[config.mk]
export PLATFORM = sky130hd
export DESIGN_NAME = chan_diag_top
export DESIGN_NICKNAME = d
export VERILOG_FILES = /design/src/rtl/diag_pkg.sv /design/src/rtl/diag_sync.sv /design/src/rtl/diag_filter.sv /design/src/rtl/diag_hold.sv /design/src/rtl/diag_fail_latch.sv /design/src/rtl/chan_diag_top.sv
export SDC_FILE = /design/constraint.sdc
export NUM_CORES = 1
export LEC_CHECK = 0
export ABC_CLOCK_PERIOD_IN_PS = 3600
export BUFFER_PORTS_ARGS = -buffer_cell sky130_fd_sc_hd__buf_2
export CAP_MARGIN = 40
export CORE_ASPECT_RATIO = 1.1
export CORE_MARGIN = 3
export CORE_UTILIZATION = 45
export CTS_BUF_LIST = sky130_fd_sc_hd__clkbuf_16
export CTS_CLUSTER_SIZE = 30
export DETAILED_ROUTE_END_ITERATION = 7
export PLACE_DENSITY = 0.65
export SETUP_SLACK_MARGIN = 0.1
export SKIP_LAST_GASP = 1
export SYNTH_ARGS = -nofsm -noshare
export SYNTH_HDL_FRONTEND = slang
export SYNTH_HIERARCHICAL = 1
export SYNTH_SLANG_ARGS = --single-unit
[constraint.sdc]
create_clock -name clk -period 3.6 [get_ports clk]
set_input_delay 0.18 -clock clk [delete_from_list [all_inputs] [get_ports clk]]
set_output_delay 0.18 -clock clk [all_outputs]
set_load 0.1 [all_outputs]
[src/rtl/diag_pkg.sv]
package diag_pkg;

   localparam int NUM_FLT = 7;

   // fault slot numbers; the clock-loss flag rides in slot NUM_FLT
   localparam int F_SHORT    = 0;
   localparam int F_HOT      = 1;
   localparam int F_PGND     = 2;
   localparam int F_OPEN_ON  = 3;
   localparam int F_OPEN_OFF = 4;
   localparam int F_SGND     = 5;
   localparam int F_SUPPLY   = 6;

   // qualification kinds
   localparam int Q_ANY = 0;
   localparam int Q_ON  = 1;
   localparam int Q_OFF = 2;

   function automatic logic uses_long(int idx);
      return (idx == F_PGND) || (idx == F_OPEN_OFF) ||
             (idx == F_SGND) || (idx == F_SUPPLY);
   endfunction

   function automatic int qual_of(int idx);
      if (idx == F_OPEN_OFF)
         return Q_OFF;
      if (idx == F_HOT || idx == F_PGND)
         return Q_ANY;
      return Q_ON;
   endfunction

   function automatic logic trips_latch(int idx);
      return (idx == F_SHORT) || (idx == F_HOT) || (idx == F_PGND);
   endfunction

endpackage

[src/rtl/diag_sync.sv]
module diag_sync #(
   parameter int W      = 8,
   parameter int STAGES = 2
) (
   input  logic         clk,
   input  logic         rst_n,
   input  logic [W-1:0] d_i,
   output logic [W-1:0] q_o
);

   initial begin
      assert (STAGES >= 2) else $error("diag_sync: STAGES must be at least 2");
      assert (W >= 1) else $error("diag_sync: W must be positive");
   end

   logic [W-1:0] stg [STAGES];

   always_ff @(posedge clk or negedge rst_n) begin
      if (!rst_n) begin
         for (int s = 0; s < STAGES; s++)
            stg[s] <= '0;
      end else begin
         stg[0] <= d_i;
         for (int s = 1; s < STAGES; s++)
            stg[s] <= stg[s-1];
      end
   end

   assign q_o = stg[STAGES-1];

endmodule

[src/rtl/diag_filter.sv]
module diag_filter #(
   parameter int LEN = 2
) (
   input  logic clk,
   input  logic rst_n,
   input  logic q_i,
   output logic flt_o
);

   localparam int CW = $clog2(LEN + 1);
   localparam logic [CW-1:0] LEN_V = CW'(LEN);

   initial begin
      assert (LEN >= 1) else $error("diag_filter: LEN must be at least 1");
   end

   logic [CW-1:0] cnt_q;

   always_ff @(posedge clk or negedge rst_n) begin
      if (!rst_n)
         cnt_q <= '0;
      else if (!q_i)
         cnt_q <= '0;
      else if (cnt_q != LEN_V)
         cnt_q <= cnt_q + 1'b1;
   end

   assign flt_o = (cnt_q == LEN_V);

   // the filter output can only rise after a qualified input cycle
   a_r4_rise_needs_input: assert property (@(posedge clk) disable iff (!rst_n)
      $rose(flt_o) |-> $past(q_i));

   // a dropped input always clears the filter on the next cycle
   a_r5_drop_restarts: assert property (@(posedge clk) disable iff (!rst_n)
      !q_i |=> !flt_o || (LEN_V == CW'(0)));

endmodule

[src/rtl/diag_hold.sv]
module diag_hold #(
   parameter int HOLD = 256
) (
   input  logic clk,
   input  logic rst_n,
   input  logic active_i,
   output logic err_o
);

   localparam int HW = $clog2(HOLD + 1);
   localparam logic [HW-1:0] HOLD_V = HW'(HOLD);

   initial begin
      assert (HOLD >= 1) else $error("diag_hold: HOLD must be at least 1");
   end

   logic [HW-1:0] left_q;

   always_ff @(posedge clk or negedge rst_n) begin
      if (!rst_n) begin
         left_q <= '0;
         err_o  <= 1'b0;
      end else if (active_i) begin
         left_q <= HOLD_V;
         err_o  <= 1'b1;
      end else if (left_q != '0) begin
         left_q <= left_q - 1'b1;
         if (left_q == HW'(1))
            err_o <= 1'b0;
      end
   end

   // an active error is registered on the next edge
   a_r6_error_captured: assert property (@(posedge clk) disable iff (!rst_n)
      active_i |=> err_o);

   // the register never drops while an error is still present
   a_r6_no_early_clear: assert property (@(posedge clk) disable iff (!rst_n)
      $fell(err_o) |-> $past(!active_i));

endmodule

[src/rtl/diag_fail_latch.sv]
module diag_fail_latch #(
   parameter int STD_LOW = 256,
   parameter int REG_LOW = 132
) (
   input  logic clk,
   input  logic rst_n,
   input  logic cmd_i,
   input  logic trip_i,
   input  logic slow_i,
   output logic fail_o
);

   localparam int MAXT = (STD_LOW > REG_LOW) ? STD_LOW : REG_LOW;
   localparam int LW   = $clog2(MAXT + 2);
   localparam logic [LW-1:0] STD_V = LW'(STD_LOW);
   localparam logic [LW-1:0] REG_V = LW'(REG_LOW);

   initial begin
      assert (STD_LOW >= 1 && REG_LOW >= 1)
         else $error("diag_fail_latch: release times must be positive");
   end

   logic [LW-1:0] low_q;
   logic [LW-1:0] low_nxt;
   logic [LW-1:0] tsel;

   assign tsel    = slow_i ? REG_V : STD_V;
   assign low_nxt = (low_q < tsel) ? low_q + 1'b1 : low_q;

   always_ff @(posedge clk or negedge rst_n) begin
      if (!rst_n) begin
         low_q  <= '0;
         fail_o <= 1'b0;
      end else if (cmd_i) begin
         low_q <= '0;
         if (trip_i)
            fail_o <= 1'b1;
      end else begin
         low_q <= low_nxt;
         if (low_nxt >= tsel)
            fail_o <= 1'b0;
      end
   end

   // the latch is only set from the on state by a trip request
   a_r7_set_only_on: assert property (@(posedge clk) disable iff (!rst_n)
      $rose(fail_o) |-> $past(cmd_i && trip_i));

   // a low phase shorter than the release time keeps the latch
   a_r8_short_low_keeps: assert property (@(posedge clk) disable iff (!rst_n)
      (fail_o && !cmd_i && (low_nxt < tsel)) |=> fail_o);

   // the latch clears only while the command is low
   a_r8_clear_when_low: assert property (@(posedge clk) disable iff (!rst_n)
      $fell(fail_o) |-> $past(!cmd_i));

endmodule

[src/rtl/chan_diag_top.sv]
module chan_diag_top
   import diag_pkg::*;
#(
   parameter int SYNC_STAGES = 2,
   parameter int SHORT_LEN   = 2,
   parameter int LONG_LEN    = 8,
   parameter int HOLD_CYC    = 256,
   parameter int STD_LOW     = 256,
   parameter int REG_LOW     = 132
) (
   input  logic clk,
   input  logic rst_n,
   input  logic en_i,
   input  logic in_i,
   input  logic regulated_i,
   input  logic short_i,
   input  logic hot_i,
   input  logic pgnd_loss_i,
   input  logic clk_loss_i,
   input  logic open_off_i,
   input  logic open_on_i,
   input  logic sgnd_loss_i,
   input  logic supply_loss_i,
   output logic gate_o,
   output logic status_o
);

   localparam int RAW_W = NUM_FLT + 1;

   initial begin
      assert (LONG_LEN >= SHORT_LEN)
         else $error("chan_diag_top: long filter shorter than short filter");
   end

   logic               cmd;
   logic [RAW_W-1:0]   raw;
   logic [RAW_W-1:0]   syn;
   logic [NUM_FLT-1:0] flt;
   logic [NUM_FLT-1:0] trip;
   logic               clk_lost;
   logic               err_q;
   logic               fail_q;
   logic               any_err;

   assign cmd = en_i & in_i;

   assign raw[F_SHORT]    = short_i;
   assign raw[F_HOT]      = hot_i;
   assign raw[F_PGND]     = pgnd_loss_i;
   assign raw[F_OPEN_ON]  = open_on_i;
   assign raw[F_OPEN_OFF] = open_off_i;
   assign raw[F_SGND]     = sgnd_loss_i;
   assign raw[F_SUPPLY]   = supply_loss_i;
   assign raw[NUM_FLT]    = clk_loss_i;

   diag_sync #(.W(RAW_W), .STAGES(SYNC_STAGES)) u_sync (
      .clk   (clk),
      .rst_n (rst_n),
      .d_i   (raw),
      .q_o   (syn)
   );

   assign clk_lost = syn[NUM_FLT];

   for (genvar i = 0; i < NUM_FLT; i++) begin : g_flt
      localparam int LEN = uses_long(i) ? LONG_LEN : SHORT_LEN;
      localparam int QK  = qual_of(i);
      logic qual;

      if (QK == Q_ON) begin : g_on
         assign qual = cmd;
      end else if (QK == Q_OFF) begin : g_off
         assign qual = ~cmd;
      end else begin : g_any
         assign qual = 1'b1;
      end

      diag_filter #(.LEN(LEN)) u_filt (
         .clk   (clk),
         .rst_n (rst_n),
         .q_i   (syn[i] & qual),
         .flt_o (flt[i])
      );

      if (trips_latch(i)) begin : g_trip
         assign trip[i] = flt[i];
      end else begin : g_notrip
         assign trip[i] = 1'b0;
      end
   end

   diag_hold #(.HOLD(HOLD_CYC)) u_hold (
      .clk      (clk),
      .rst_n    (rst_n),
      .active_i ((|flt) | clk_lost),
      .err_o    (err_q)
   );

   diag_fail_latch #(.STD_LOW(STD_LOW), .REG_LOW(REG_LOW)) u_latch (
      .clk    (clk),
      .rst_n  (rst_n),
      .cmd_i  (cmd),
      .trip_i ((|trip) | clk_lost),
      .slow_i (regulated_i),
      .fail_o (fail_q)
   );

   assign any_err  = err_q | fail_q | clk_lost;
   assign gate_o   = cmd & ~fail_q & ~clk_lost;
   assign status_o = cmd ^ any_err;

   // a trip seen in the on state closes the gate on the next cycle
   a_r7_trip_closes_gate: assert property (@(posedge clk) disable iff (!rst_n)
      (cmd && (|trip)) |=> !gate_o);

   // clock loss always shows as an error and blocks the gate
   a_r11_clock_loss_flags: assert property (@(posedge clk) disable iff (!rst_n)
      clk_lost |-> (!gate_o && (status_o != cmd)));

   // ground or supply loss alone never trips the latch
   a_r9_no_trip_from_supply: assert property (@(posedge clk) disable iff (!rst_n)
      (!fail_q && !clk_lost && ((flt & ~(flt & trip)) == flt)
       && (flt[F_SGND] || flt[F_SUPPLY]) && trip == '0) |=> !$rose(fail_q));

endmodule

# [Word level (Yosys, flattened, before mapping)]
# Cells that the tools add are included.
# Widths: inputs -> output; s select.
[totals] ff_bits=58 inputBits=13 out_inout_bits=2
[classes] n_addsub=9 n_lt_le_gt_ge=2 eq_ne=23 n_mux=25 bitwise=16 n_reduce_logical=8
[op_table] operator="$mux 9" n=5
[op_table] operator="$mux 4" n=8
[op_table] operator="$add 4x1->4 const B" n=4
[op_table] operator="$eq 4x4->1 const B" n=4
[op_table] operator="$ne 2x2->1 const B" n=8
[op_table] operator="$ne 4x4->1 const B" n=4
[op_table] operator="$mux 2" n=6
[op_table] operator="$add 9x1->9 const B" n=1
[op_table] operator="$eq 9x1->1 const B" n=1
[op_table] operator="$ge 9x9->1" n=1
[op_table] operator="$lt 9x9->1" n=1
[op_table] operator="$reduce_bool 9->1" n=1
[op_table] operator="$sub 9x1->9 const B" n=1
[op_table] operator="$and 1x1->1" n=8
[op_table] operator="$reduce_or 7->1" n=1
[op_table] operator="$add 2x1->2 const B" n=3
[op_table] operator="$eq 2x2->1 const B" n=3
[op_table] operator="$mux 1" n=6
[op_table] operator="$ne 2x1->1 const B" n=3
[op_table] operator="$reduce_bool 2->1" n=3
[op_table] operator="$or 1x1->1" n=4
[op_table] operator="$reduce_and 2->1" n=2
[op_table] operator="$not 1->1" n=3
[op_table] operator="$reduce_or 3->1" n=1
[op_table] operator="$xor 1x1->1" n=1

# [Logic depth before layout (Yosys ltp)]
[depth] ltp_word=6 mapped_depth=12 mapped_depth_nobuf=12

# [By module]
# Netlist, hierarchy kept.
[by_module_without_submodules] mod="diag_filter at g_flt[2].u_filt ..." instances=4 cells_per_inst=21 area_per_inst_um2=226.5
[by_module_without_submodules] mod="diag_fail_latch" instances=1 cells_per_inst=69 area_per_inst_um2=678.2
[by_module_without_submodules] mod="diag_hold" instances=1 cells_per_inst=55 area_per_inst_um2=574.3
[by_module_without_submodules] mod="diag_sync" instances=1 cells_per_inst=24 area_per_inst_um2=460.4
[by_module_without_submodules] mod="diag_filter at g_flt[0].u_filt ..." instances=3 cells_per_inst=9 area_per_inst_um2=102.6
[by_module_without_submodules] mod="chan_diag_top" instances=1 cells_per_inst=13 area_per_inst_um2=88.8

# [Worst setup path before layout]
# Ideal clock, no wire load.
[synth_path] path_kind="register to output" from="reg u_sync.stg, in the netlist u_sync/q_o[7]" to="out gate_o" arrival_time_ns=2.537 t_required_ns=3.420 path_slack_ns=0.883 stages_incl_launch_ff=3 cell_sequence="dfrtp_1 buf_4 nor3_1"
[synth_via] elab_chain_len=2
[synth_rtl] item="from (decl)" line_no="diag_sync.sv:16" source="logic [W-1:0] stg [STAGES];"
[synth_rtl] item="from (signal, indexed assignment)" line_no="diag_sync.sv:25" source="stg[s] <= stg[s-1];"
[synth_rtl] item="$not 1->1" line_no="chan_diag_top.sv:109" source="assign gate_o = cmd & ~fail_q & ~clk_lost;"
[synth_rtl] item="$and 1x1->1" line_no="chan_diag_top.sv:109"
[synth_rtl] item="to (decl)" line_no="chan_diag_top.sv:24" source="output logic gate_o,"
# No other way between the ends.

# [Worst setup path after layout]
[layout_path] from="reg u_latch.low_q[8]" to="reg u_latch.fail_o"
[layout_via] elab_chain_len=5 elab_cells_between_ends=6 cone_classes="add/sub (1); order compare (2); mux (1); reduce/logical (2)"
[layout_rtl] item="from (decl)" line_no="diag_fail_latch.sv:23" source="logic [LW-1:0] low_q;"
[layout_rtl] item="from (signal assigned)" line_no="diag_fail_latch.sv:39" source="low_q <= low_nxt;"
[layout_rtl] item="$add 9x1->9 / $lt 9x9->1 (equally long branches)" line_no="diag_fail_latch.sv:28" source="assign low_nxt = (low_q < tsel) ? low_q + 1'b1 : low_q;"
[layout_rtl] item="$mux 9 *" line_no="diag_fail_latch.sv:28"
[layout_rtl] item="$ge 9x9->1 *" line_no="diag_fail_latch.sv:40" source="if (low_nxt >= tsel)"
[layout_rtl] item="$reduce_bool 2->1 (no source line) *"
[layout_rtl] item="$reduce_and 2->1 (no source line) *"
[layout_rtl] item="to (signal assigned)" line_no="diag_fail_latch.sv:33" source="fail_o <= 1'b0;"
[layout_rtl] item="to (signal assigned)" line_no="diag_fail_latch.sv:37" source="fail_o <= 1'b1;"
[layout_rtl] item="to (signal assigned)" line_no="diag_fail_latch.sv:41" source="fail_o <= 1'b0;"
[layout_rtl] item="to (decl)" line_no="diag_fail_latch.sv:10" source="output logic fail_o"
# Every way passes the cells marked *; elsewhere a longest branch is shown, timed or not.
# A chain may end at the register's enable or synchronous reset.

==> summary.txt <==
r2r setup slk - 1.08 ns
antenna cells - 0
vias in the first global route - 2065
Placer Congestion - 0.769
post-synth cell types - 52
Max Cap Violations - 0
Main synth FF type - dfrtp_1
relative slew slack - 47.9%
latest clock arrival within the worst-skew pair - 0.32 ns
largest cells by area after synthesis - dfrtp_1 (48%), ha_1 (8.3%), xnor2_1 (4.6%), nand3b_4 (2.7%), and2_1 (2.5%)
Hold WC Path Type - input pin to flip-flop
port bufs - 14
proportion of layout cells with a drive suffix above 1 - 16.3%
Critical Path Sink Type - flip-flop
Post-synth ARST share - 100%
CTS Buffer Depth - 2
CTS resizes - 0
fillcell total - 558
drt pass-1 iters - 4
global-route wire length before repair - 9.39 mm
antenna viol nets, final - 0
worst path required time - 3.84 ns
CP Class - flip-flop to flip-flop
Die Ht - 91.9 microns
placed cell areas - 3120 sq um
status - complete, no violations
I/O pin count - 15
Critical Path End - u_latch/fail_o
most common cell after layout, fill and taps aside - dfrtp_1
Final Hold Fails - 0
Cells after Synth - 272
HPWL after DPL - 3.47 mm
Die Area - 7720 sq um
Via density - 5.14
critical path arrival - 2.76 ns
Core ar. - 6340 sq um
drc violations - 0
Row Count - 30
starting density of the core - 47.5%
Seq/Total Area, Yosys - 48.1%
FMAX - 397 MHz
Die W - 84.1 microns
PwrDens - 615 nW/um^2
worst r2r dst - u_latch/fail_o
multi-input logic area - 1410 sq um
Num CTS Buffers - 9
CTS Root Buffer Type - clkbuf_16
largest net degree at the start of global routing - 35
Critical R2R Launch - u_latch/low_q[8]
crit path launch type - flip-flop
Peak VDD IR - 286 uV
Slew Viols, Final - 0
Synth top area share - 48.1%
Mapped Nets - 305
synthesized area - 3020 sq um
Setup Fix Bufs, Post-CTS - 0
Final Instance Area - 3500 sq um
via count - 1960
fin crit period - 2.52 ns
Yosys warnings - 6
R2R cell count - 10
Max FO, Critical Path - 8
TritonCTS clock tree - yes
final setup fails - 0
final WL - 5.09 mm
most frequent cells in the layout - dfrtp_1 (58), inv_1 (20), ha_1 (20)
Mapped Avg Cell Area - 11.1 sq um
H-tree levels - 3
initial antenna violation count - 0
biggest area consumer among synthesized cells - dfrtp_1
number of synthesized flops with an enable pin - 0
flip-flop and latch area - 1450 sq um
total grt overflow - 0
drt first-iter violations - 55
all-layer global routing usage - 15.4%
#FFs+latches synth - 58
Syn-to-layout area delta - 16.0%
RSZ-0062 raised after global routing - false
Leak Pwr - 1.64 nW
CTS sink count - 58
worst-margin pin slew - 0.782 ns
WL/cell - 13.4 microns
post-route clock skew - 0.00699 ns
Worst Setup SP - u_latch/low_q[8]
setup TNS - 0 ns
Final nets - 329
fin crit share - 70.0%
clock slew at reported path FFs - 0.05 ns
power breakdown:
part           total, W  switching [W]  internal [W]
clock          0.000810       0.000284      0.000526
combinational  0.000499       0.000257      0.000242
sequential     0.000843       0.000104      0.000739
flip-flops by register name (all words and copies together) (netlist names):
name and flops:
g_flt.u_filt/cnt_q 22, u_hold/err_o 1, u_hold/left_q 9, u_latch/fail_o 1
u_latch/low_q 9, u_sync/q_o 8, u_sync/stg 8
cell usage after synthesis, types with 2 or more instances:
library cell	instances
mux2i_1	6
a211o_1	2
or2_1	3
and3_1	4
xnor2_1	16
or4_1	4
nor4b_1	2
dfrtp_1	58
nand3b_4	4
inv_1	20
nor3_1	5
nand4_1	2
ha_1	20
and2_1	12
nand3_1	13
buf_4	8
nor2b_1	9
o21ai_0	7
nor2_1	10
a21oi_1	11
a21boi_2	3
a21o_1	2
nor4_1	6
xor2_1	4
nand2_1	13
or4_4	2
metrics by stage:
| step | hold slack, ns | util, % | std cells | power (W) | setup WS (ns) |
|---|---|---|---|---|---|
| 2_1_floorplan | -0.116 | - | 272 | 0.00123 | 0.883 |
| 6_report | 0.284 | 55.1 | 381 | 0.00215 | 1.08 |
| 3_5_place_dp | 0.289 | 49.2 | 356 | 0.00134 | 1.09 |
| 3_3_place_gp | 0.287 | 49.2 | 356 | 0.00133 | 1.14 |
| 5_1_grt | 0.292 | 55.1 | 381 | 0.00229 | 0.932 |
| 4_1_cts | 0.280 | 55.1 | 381 | 0.00218 | 1.06 |
cells by family after synthesis:
family	after synthesis	share of synthesized area [%]
multiplexers	8	2.74
AO/OA/AOI/OAI	34	7.97
AND/OR/NAND/NOR	100	22.0
adder cells (fa/ha/maj)	20	8.30
buffers and inverters	32	5.06
flip-flops	58	48.1
XOR/XNOR	20	5.81
per-layer routing:
| metal | share of wire [%] | up-vias | wire (microns) | track usage (%) |
|---|---|---|---|---|
| met5 | 0 | - | 0 | 0 |
| met4 | 1.6 | 0 | 80 | 8.04 |
| met3 | 2.2 | 8 | 111 | 3.50 |
| met1 | 47 | 952 | 2400 | 19.6 |
| li1 | - | 980 | - | - |
| met2 | 49 | 20 | 2500 | 24.2 |
critical path: stages (launching register included):
cell	delay, ns
dfrtp_1	0.38
ha_1	0.30
or4_4	0.46
o22ai_4	0.20
nand2_2	0.08
xor2_1	0.22
ha_1	0.28
nor3b_1	0.14
mux2i_1	0.13
nand4_1	0.10
o22ai_1	0.15
worst min-delay path by stage:
stage                      startpoint                        to  slack [ns]  cells past startpoint
final                            in_i  g_flt[3].u_filt/cnt_q[0]        0.28                      3
after global routing             in_i  g_flt[3].u_filt/cnt_q[0]        0.29                      3
after CTS                        in_i  g_flt[3].u_filt/cnt_q[0]        0.28                      3
after detailed placement      short_i             u_sync/stg[8]        0.29                      1
after global placement    pgnd_loss_i            u_sync/stg[10]        0.29                      1
after floorplan                 rst_n  g_flt[0].u_filt/cnt_q[0]       -0.12                      0
timing repair:
item	in CTS	in global routing
hold buffers	9	0
hold endpoints to repair	41	0
setup endpoints to repair	0	0
area by class of cell:
| type | count | area share (%) |
|---|---|---|
| Clock inverter | 7 | 1.72 |
| Clock buffer | 9 | 6.44 |
| Multi-Input combinational cell | 182 | 40.3 |
| Inverter | 20 | 2.15 |
| Tap cell | 80 | 2.86 |
| Sequential cell | 58 | 41.5 |
| Timing Repair Buffer | 25 | 5.01 |
No activity file was read; power rests on OpenSTA's default activity.
